$ cat src/rtl/wk_pkg.sv
package wk_pkg;

    localparam int SRC_N = 5;
    localparam int TGT_W = 8 + 31;

    typedef enum logic [1:0] {
        CAL_IDLE = 2'd0,
        CAL_ARM  = 2'd1,
        CAL_CNT  = 2'd2
    } cal_st_e;

    // bit order: host[4] fifo[3] lbat[2] tmr[1] ext[0]
    typedef struct packed {
        logic host;
        logic fifo;
        logic lbat;
        logic tmr;
        logic ext;
    } wake_src_t;

    function automatic logic [4:0] half_len(input logic [2:0] sel);
        case (sel)
            3'd0:    half_len = 5'd1;
            3'd1:    half_len = 5'd2;
            3'd2:    half_len = 5'd4;
            3'd3:    half_len = 5'd8;
            default: half_len = 5'd16;
        endcase
    endfunction

    function automatic logic [TGT_W-1:0] timer_target(input logic [7:0] m, input logic [4:0] r);
        timer_target = TGT_W'(m) << r;
    endfunction

endpackage

$ cat src/rtl/wk_cal_unit.sv
module wk_cal_unit
    import wk_pkg::*;
#(
    parameter int CAL_SLOW    = 1024,
    parameter int CAL_DEFAULT = 320000,
    parameter int RATIO_W     = 24,
    parameter int RECAL_MS    = 30000
) (
    input  logic               clk,
    input  logic               rst,
    input  logic               ref_tick,
    input  logic               slow_tick,
    input  logic               ms_tick,
    output logic               cal_busy,
    output logic [RATIO_W-1:0] ratio
);
    localparam int SL_W = $clog2(CAL_SLOW + 1);
    localparam int RC_W = $clog2(RECAL_MS + 1);

    cal_st_e            st;
    logic [RATIO_W-1:0] refcnt;
    logic [SL_W-1:0]    slowcnt;
    logic [RC_W-1:0]    rc;
    logic [RATIO_W-1:0] ref_inc;

    assign ref_inc  = {{(RATIO_W-1){1'b0}}, ref_tick};
    assign cal_busy = (st != CAL_IDLE);

    always_ff @(posedge clk) begin
        if (rst) begin
            st      <= CAL_ARM;
            ratio   <= RATIO_W'(CAL_DEFAULT);
            refcnt  <= '0;
            slowcnt <= '0;
            rc      <= '0;
        end else begin
            case (st)
                CAL_IDLE: begin
                    if (ms_tick) begin
                        if (rc == RC_W'(RECAL_MS - 1)) begin
                            st <= CAL_ARM;
                            rc <= '0;
                        end else begin
                            rc <= rc + 1'b1;
                        end
                    end
                end
                CAL_ARM: begin
                    if (slow_tick) begin
                        st      <= CAL_CNT;
                        refcnt  <= '0;
                        slowcnt <= '0;
                    end
                end
                CAL_CNT: begin
                    refcnt <= refcnt + ref_inc;
                    if (slow_tick) begin
                        if (slowcnt == SL_W'(CAL_SLOW - 1)) begin
                            ratio <= refcnt + ref_inc;
                            st    <= CAL_IDLE;
                            rc    <= '0;
                        end else begin
                            slowcnt <= slowcnt + 1'b1;
                        end
                    end
                end
                default: st <= CAL_IDLE;
            endcase
        end
    end

    AST_RATIO_HOLD: assert property (@(posedge clk) disable iff (rst)
        (st != CAL_CNT) |=> $stable(ratio));

    AST_ARM_WAITS: assert property (@(posedge clk) disable iff (rst)
        (st == CAL_ARM && !slow_tick) |=> (st == CAL_ARM));

endmodule

$ cat src/rtl/wk_period_timer.sv
module wk_period_timer
    import wk_pkg::*;
#(
    parameter int CAL_SLOW   = 1024,
    parameter int REF_PER_MS = 10000,
    parameter int RATIO_W    = 24
) (
    input  logic               clk,
    input  logic               rst,
    input  logic               slow_tick,
    input  logic [RATIO_W-1:0] ratio,
    input  logic [7:0]         per_m,
    input  logic [4:0]         per_r,
    output logic               ms_tick,
    output logic               expire
);
    localparam int ACC_W = RATIO_W + 2;
    localparam longint THR = longint'(REF_PER_MS) * longint'(CAL_SLOW);

    logic [ACC_W-1:0] acc;
    logic [ACC_W-1:0] acc_n;
    logic [TGT_W-1:0] cnt;
    logic [TGT_W-1:0] tgt;

    assign acc_n = acc + ACC_W'(ratio);
    assign tgt   = timer_target(per_m, per_r);

    always_ff @(posedge clk) begin
        if (rst) begin
            acc     <= '0;
            ms_tick <= 1'b0;
        end else if (slow_tick) begin
            if (acc_n >= ACC_W'(THR)) begin
                acc     <= acc_n - ACC_W'(THR);
                ms_tick <= 1'b1;
            end else begin
                acc     <= acc_n;
                ms_tick <= 1'b0;
            end
        end else begin
            ms_tick <= 1'b0;
        end
    end

    always_ff @(posedge clk) begin
        if (rst) begin
            cnt    <= '0;
            expire <= 1'b0;
        end else if (per_m == 8'd0) begin
            cnt    <= '0;
            expire <= 1'b0;
        end else if (ms_tick) begin
            if (cnt + 1'b1 >= tgt) begin
                cnt    <= '0;
                expire <= 1'b1;
            end else begin
                cnt    <= cnt + 1'b1;
                expire <= 1'b0;
            end
        end else begin
            expire <= 1'b0;
        end
    end

    AST_TMR_OFF: assert property (@(posedge clk) disable iff (rst)
        (per_m == 8'd0) |=> !expire);

    AST_EXP_NEEDS_MS: assert property (@(posedge clk) disable iff (rst)
        !ms_tick |=> !expire);

endmodule

$ cat src/rtl/wk_irq_agg.sv
module wk_irq_agg
    import wk_pkg::*;
(
    input  logic             clk,
    input  logic             rst,
    input  logic             ext_int_n,
    input  logic             tmr_evt,
    input  logic             lowbat,
    input  logic             fifo_full,
    input  logic             host_req,
    input  logic             rd,
    output logic [SRC_N-1:0] status,
    output logic             irq_n
);
    logic      ext_prev;
    wake_src_t evt;
    wake_src_t sticky;

    always_comb begin
        evt.ext  = ext_prev & ~ext_int_n;
        evt.tmr  = tmr_evt;
        evt.lbat = lowbat;
        evt.fifo = fifo_full;
        evt.host = host_req;
    end

    always_ff @(posedge clk) begin
        if (rst) begin
            ext_prev <= 1'b1;
            sticky   <= '0;
        end else begin
            ext_prev <= ext_int_n;
            if (rd) sticky <= evt;
            else    sticky <= sticky | evt;
        end
    end

    assign status = sticky;
    assign irq_n  = ~(|sticky);

    AST_RD_CLEAR: assert property (@(posedge clk) disable iff (rst)
        (rd && evt == '0) |=> irq_n);

    AST_HOLD_IRQ: assert property (@(posedge clk) disable iff (rst)
        (!rd && !irq_n) |=> !irq_n);

    AST_EXT_LEVEL: assert property (@(posedge clk) disable iff (rst)
        (rd && !ext_prev) |=> !status[0]);

endmodule

$ cat src/rtl/wk_clk_out.sv
module wk_clk_out
    import wk_pkg::*;
#(
    parameter int TAIL = 196
) (
    input  logic       clk,
    input  logic       rst,
    input  logic       osc_en,
    input  logic [2:0] div_sel,
    output logic       mclk,
    output logic       busy
);
    localparam int TW = $clog2(TAIL + 1);

    logic [2:0]    act_sel;
    logic [4:0]    dcnt;
    logic [4:0]    half;
    logic          osc_d;
    logic [TW-1:0] tail;
    logic          run;
    logic          at_end;
    logic          rise;

    assign half   = half_len(act_sel);
    assign run    = osc_en | osc_d | (tail != '0) | mclk;
    assign at_end = (dcnt == half - 5'd1);
    assign rise   = run & at_end & ~mclk;
    assign busy   = run;

    always_ff @(posedge clk) begin
        if (rst) begin
            mclk    <= 1'b0;
            dcnt    <= '0;
            act_sel <= '0;
            osc_d   <= 1'b0;
        end else begin
            osc_d <= osc_en;
            if (run) begin
                if (at_end) begin
                    dcnt <= '0;
                    mclk <= ~mclk;
                    if (mclk) act_sel <= div_sel;
                end else begin
                    dcnt <= dcnt + 1'b1;
                end
            end else begin
                dcnt    <= '0;
                mclk    <= 1'b0;
                act_sel <= div_sel;
            end
        end
    end

    always_ff @(posedge clk) begin
        if (rst) begin
            tail <= '0;
        end else if (osc_en) begin
            tail <= '0;
        end else if (osc_d) begin
            tail <= TW'(TAIL) - TW'(rise);
        end else if (rise && tail != '0) begin
            tail <= tail - 1'b1;
        end
    end

    AST_DIV_LOWPH: assert property (@(posedge clk) disable iff (rst)
        !$stable(act_sel) |-> !mclk);

    AST_MCLK_STOP: assert property (@(posedge clk) disable iff (rst)
        (!osc_en && !osc_d && tail == '0 && !mclk) |=> !mclk);

    AST_TAIL_MAX: assert property (@(posedge clk) disable iff (rst)
        tail <= TW'(TAIL));

endmodule

$ cat src/rtl/wake_ctl_top.sv
module wake_ctl_top
    import wk_pkg::*;
#(
    parameter int CAL_SLOW    = 1024,
    parameter int REF_PER_MS  = 10000,
    parameter int CAL_DEFAULT = 320000,
    parameter int RATIO_W     = 24,
    parameter int RECAL_MS    = 30000,
    parameter int TAIL        = 196
) (
    input  logic             clk,
    input  logic             rst,
    input  logic             ref_tick,
    input  logic             slow_tick,
    input  logic             osc_en,
    input  logic [7:0]       per_m,
    input  logic [4:0]       per_r,
    input  logic             ext_int_n,
    input  logic             lowbat,
    input  logic             fifo_full,
    input  logic             host_req,
    input  logic             stat_rd,
    input  logic [2:0]       div_sel,
    output logic             irq_n,
    output logic [SRC_N-1:0] status,
    output logic             cal_req,
    output logic             ref_osc_on,
    output logic             mclk
);
    logic [RATIO_W-1:0] ratio;
    logic               ms_tick;
    logic               tmr_exp;
    logic               clk_busy;

    wk_cal_unit #(
        .CAL_SLOW(CAL_SLOW), .CAL_DEFAULT(CAL_DEFAULT),
        .RATIO_W(RATIO_W), .RECAL_MS(RECAL_MS)
    ) u_cal (
        .clk(clk), .rst(rst), .ref_tick(ref_tick), .slow_tick(slow_tick),
        .ms_tick(ms_tick), .cal_busy(cal_req), .ratio(ratio)
    );

    wk_period_timer #(
        .CAL_SLOW(CAL_SLOW), .REF_PER_MS(REF_PER_MS), .RATIO_W(RATIO_W)
    ) u_tmr (
        .clk(clk), .rst(rst), .slow_tick(slow_tick), .ratio(ratio),
        .per_m(per_m), .per_r(per_r), .ms_tick(ms_tick), .expire(tmr_exp)
    );

    wk_irq_agg u_irq (
        .clk(clk), .rst(rst), .ext_int_n(ext_int_n), .tmr_evt(tmr_exp),
        .lowbat(lowbat), .fifo_full(fifo_full), .host_req(host_req),
        .rd(stat_rd), .status(status), .irq_n(irq_n)
    );

    wk_clk_out #(.TAIL(TAIL)) u_clk (
        .clk(clk), .rst(rst), .osc_en(osc_en), .div_sel(div_sel),
        .mclk(mclk), .busy(clk_busy)
    );

    assign ref_osc_on = osc_en | cal_req | clk_busy;

    AST_OSC_CAL: assert property (@(posedge clk) disable iff (rst)
        cal_req |-> ref_osc_on);

    AST_TMR_IRQ: assert property (@(posedge clk) disable iff (rst)
        tmr_exp |=> (status[1] && !irq_n));

endmodule

$ cat config.mk
export PLATFORM = sky130hd
export DESIGN_NAME = wake_ctl_top
export DESIGN_NICKNAME = d
export VERILOG_FILES = /design/src/rtl/wk_pkg.sv /design/src/rtl/wk_cal_unit.sv /design/src/rtl/wk_period_timer.sv /design/src/rtl/wk_irq_agg.sv /design/src/rtl/wk_clk_out.sv /design/src/rtl/wake_ctl_top.sv
export SDC_FILE = /design/constraint.sdc
export NUM_CORES = 1
export LEC_CHECK = 0
export BUFFER_PORTS_ARGS = -buffer_cell sky130_fd_sc_hd__buf_2
export CORE_MARGIN = 3
export CORE_UTILIZATION = 34
export CTS_CLUSTER_SIZE = 28
export DETAILED_ROUTE_END_ITERATION = 6
export GPL_TIMING_DRIVEN = 0
export PLACE_DENSITY = 0.51
export SLEW_MARGIN = 20
export SYNTH_ARGS = -nofsm -noshare
export SYNTH_HDL_FRONTEND = slang
export SYNTH_HIERARCHICAL = 1
export SYNTH_SLANG_ARGS = --single-unit
$ cat constraint.sdc
create_clock -name clk -period 8.3 [get_ports clk]
set_input_delay 1.245 -clock clk [delete_from_list [all_inputs] [get_ports clk]]
set_output_delay 1.245 -clock clk [all_outputs]
set_load 0.02 [all_outputs]
==> impl_metrics.json <==
{
  "place_area_um2": 12400,
  "clock_skew_ps": 10.8,
  "critical_path_class": "flip-flop to flip-flop",
  "tns_ps": 0,
  "ys_async_sr_fraction_pct": 0,
  "die_h_um": 192,
  "first_iter_violations": 776,
  "finalCriticalPeriod_ps": 5970,
  "vdd_ir_drop_max_mv": 0.131,
  "initial_core_util_pct": 34.7,
  "postCtsSetupRepairBufs": 0,
  "rsz0062_at_grt": "false",
  "multi_input_comb_area_um2": 7910,
  "dp_hpwl_um": 24400,
  "clkLatencyLatePin_ps": 430,
  "core_um2": 33800,
  "drv_slew": 0,
  "timing.hold.ws_ps": 440,
  "dominantRegCellSynth": "dfxtp_1",
  "path_clk_slew_ps": 70,
  "dr.pass1.iters": 5,
  "setup_viol": 0,
  "worst_pin_slew_ps": 1030,
  "cpPeakStageDelay_ps": 530,
  "start_kind": "flip-flop",
  "die_w_um": 192,
  "synth.cell_area_um2": 11700,
  "whs_path_depth": 2,
  "power_mw": 2.32,
  "crit_fanout": 10,
  "path_common_cell": "and3_1",
  "cts_root_buf": "clkbuf_16",
  "post_cts_resize_count": 0,
  "crit_required_ps": 8650,
  "synth_nets": 1581,
  "fin_nets": 1630,
  "clock-sinks": 167,
  "maxCapViolCount": 0,
  "num_rows": 67,
  "slowest_stage": "o21ai_0",
  "nFillCells": 3524,
  "hold_buffers": 0,
  "stdcell_count": 1990,
  "syn_area_per_cell_um2": 7.91,
  "n_antenna_cell": 0,
  "io_buffers": 30,
  "finalCritPeriodShare_pct": 71.9,
  "viasPerCell": 5.32,
  "final_cell_area_um2": 13000,
  "grt_pass1_wl_um": 52700,
  "grt_max_degree": 17,
  "ys_ff_latch": 167,
  "status": "finished clean",
  "die-area_um2": 36700,
  "synth-edff-count": 0,
  "register_area_um2": 3340,
  "powerDensity_nw_per_um2": 178,
  "io_pins": 35,
  "path_cells": "ha_1 -> and3_1 -> and3_1 -> nand3_1 -> nor2_1 -> and3_1 -> and2_1 -> buf_2 -> and3_1 -> and3_1 -> xor2_1 -> ha_1 -> a21o_1 -> a21o_1 -> a21oi_1 -> nand3_1 -> a21oi_1 -> o21ai_0 -> o21ai_0 -> nand2_1 -> a21o_1 -> clkbuf_1 -> nor2_1",
  "grt_pass1_vias": 10100,
  "fin_ws_ps": 2330,
  "overflow": 0,
  "worstSetupEndpointType": "flip-flop",
  "antenna_left": 0,
  "drive_above_1_share_pct": 9.08,
  "slew_headroom_pct": 31.0,
  "hp-class": "flip-flop to flip-flop",
  "cts_buffer_depth": 2,
  "vias": 10600,
  "r2r_cells": 23,
  "cts_tree": "built",
  "cp.buffers_inverters": 2,
  "wl_um": 31900,
  "grtUsageTotal_pct": 17.7,
  "wl_per_cell_um": 16.1,
  "synth_cell_type_count": 94,
  "cts.htree.levels": 4,
  "clock.fmax_ghz": 0.168,
  "cts_buffers": 17,
  "cp.arrival_ps": 6320,
  "final_util_pct": 38.5,
  "p_leak_nw": 5.03,
  "synthCells": 1481,
  "cp.depth": 23,
  "place_congestion": 0.862,
  "place_ws_ps": 2330,
  "critical-path-top-delay-family": "simple AND/OR/NAND/NOR gates",
  "synth-seq-area-share_pct": 28.5,
  "hold_viol_final": 0,
  "drc": 0,
  "antenna_found_initial": 0,
  "syn_to_final_growth_pct": 11.0,
  "yosys_warnings": 6,
  "dp.cells": 1959
}
[layout by cell type, fill, tap and decap left out, drive strengths merged, types with 7 or more instances in the layout]
cell type,instances
a211oi,32
a21o,21
a21oi,81
a22oi,9
a311oi,8
a31oi,16
and2,16
and3,30
and4,7
buf,53
clkbuf,75
dfxtp,167
ha,73
inv,38
mux2,12
mux2i,28
nand2,167
nand2b,16
nand3,78
nand3b,12
nand4,47
nor2,151
nor2b,14
nor3,35
nor4,19
o211ai,11
o21a,12
o21ai,80
o21bai,8
or2,11
or3,22
or4,8
xnor2,51
xor2,62
[per-layer routing]
metal  GRT usage, %  up-vias  share of wire [%]
met4           4.21        0                1.3
met1           25.4     4928                 52
met3           2.28       25                2.8
met5              0        -                  0
met2           28.1      173                 44
li1               -     5464                  -
[path summary, 6_finish.rpt]
check / start / to / slack [ps]
max: u_tmr/cnt[0]$_SDFFE_PP0P_ / u_tmr/cnt[5]$_SDFFE_PP0P_ / 2330
min: u_tmr/expire$_SDFF_PP0_ / u_irq/status[1]$_SDFF_PP0_ / 440
max reg2reg: u_tmr/cnt[0]$_SDFFE_PP0P_ / u_tmr/cnt[5]$_SDFFE_PP0P_ / 2330
min reg2reg: u_tmr/expire$_SDFF_PP0_ / u_irq/status[1]$_SDFF_PP0_ / 440
[state kept, by name, summed over array words and instances, names as in the netlist, 2 cells and up]
register       count
u_cal/slowcnt     11
u_clk/act_sel      3
u_irq/status       5
u_cal/refcnt      24
u_clk/dcnt         5
u_tmr/cnt         39
u_tmr/acc         26
u_cal/rc          15
u_cal/st           2
u_clk/tail         8
u_cal/ratio       24
[worst register-to-register path: cells and delay by family (launching register included)]
kind / cells / cell delay (ps)
AND/OR/NAND/NOR: 11 / 2650
AO/OA/AOI/OAI: 7 / 1600
buffers and inverters: 2 / 490
adder cells (fa/ha/maj): 2 / 520
flip-flops: 1 / 420
XOR/XNOR: 1 / 240
[Yosys cell counts, types with 36 or more instances]
cell	number	area share, %
nor2_1	147	4.7
a21oi_1	79	3.4
dfxtp_1	167	29
nand2_1	166	5.3
xnor2_1	51	3.8
o21ai_0	70	3.0
ha_1	73	7.8
xor2_1	62	4.6
nand3_1	76	3.2
clkbuf_1	51	1.6
nand4_1	46	2.5
inv_1	36	1.2
[final cells by class]
class	instances	area share, %
Multi-Input combinational cell	1201	60.8
Sequential cell	167	25.7
Tap cell	448	4.31
Clock buffer	22	3.57
Buffer	76	2.46
Timing Repair Buffer	30	1.15
Inverter	37	1.07
Clock inverter	9	0.914
[cells by family after synthesis]
group / share of synthesized area (%)
AOI/OAI and AO/OA: 18.6
xor gates and xnor gates: 8.45
adders and majority gates: 7.97
buffers and inverters: 3.92
DFF: 28.5
muxes: 3.55
and+or+nand+nor: 29.0
[where the power goes]
| group | switching [mW] | internal (mW) | leakage, nW |
|---|---|---|---|
| registers | 0.0309 | 0.835 | 1.35 |
| clock network | 0.345 | 0.462 | 0.271 |
| logic | 0.398 | 0.250 | 3.41 |
No activity file was read; power rests on OpenSTA's default activity.
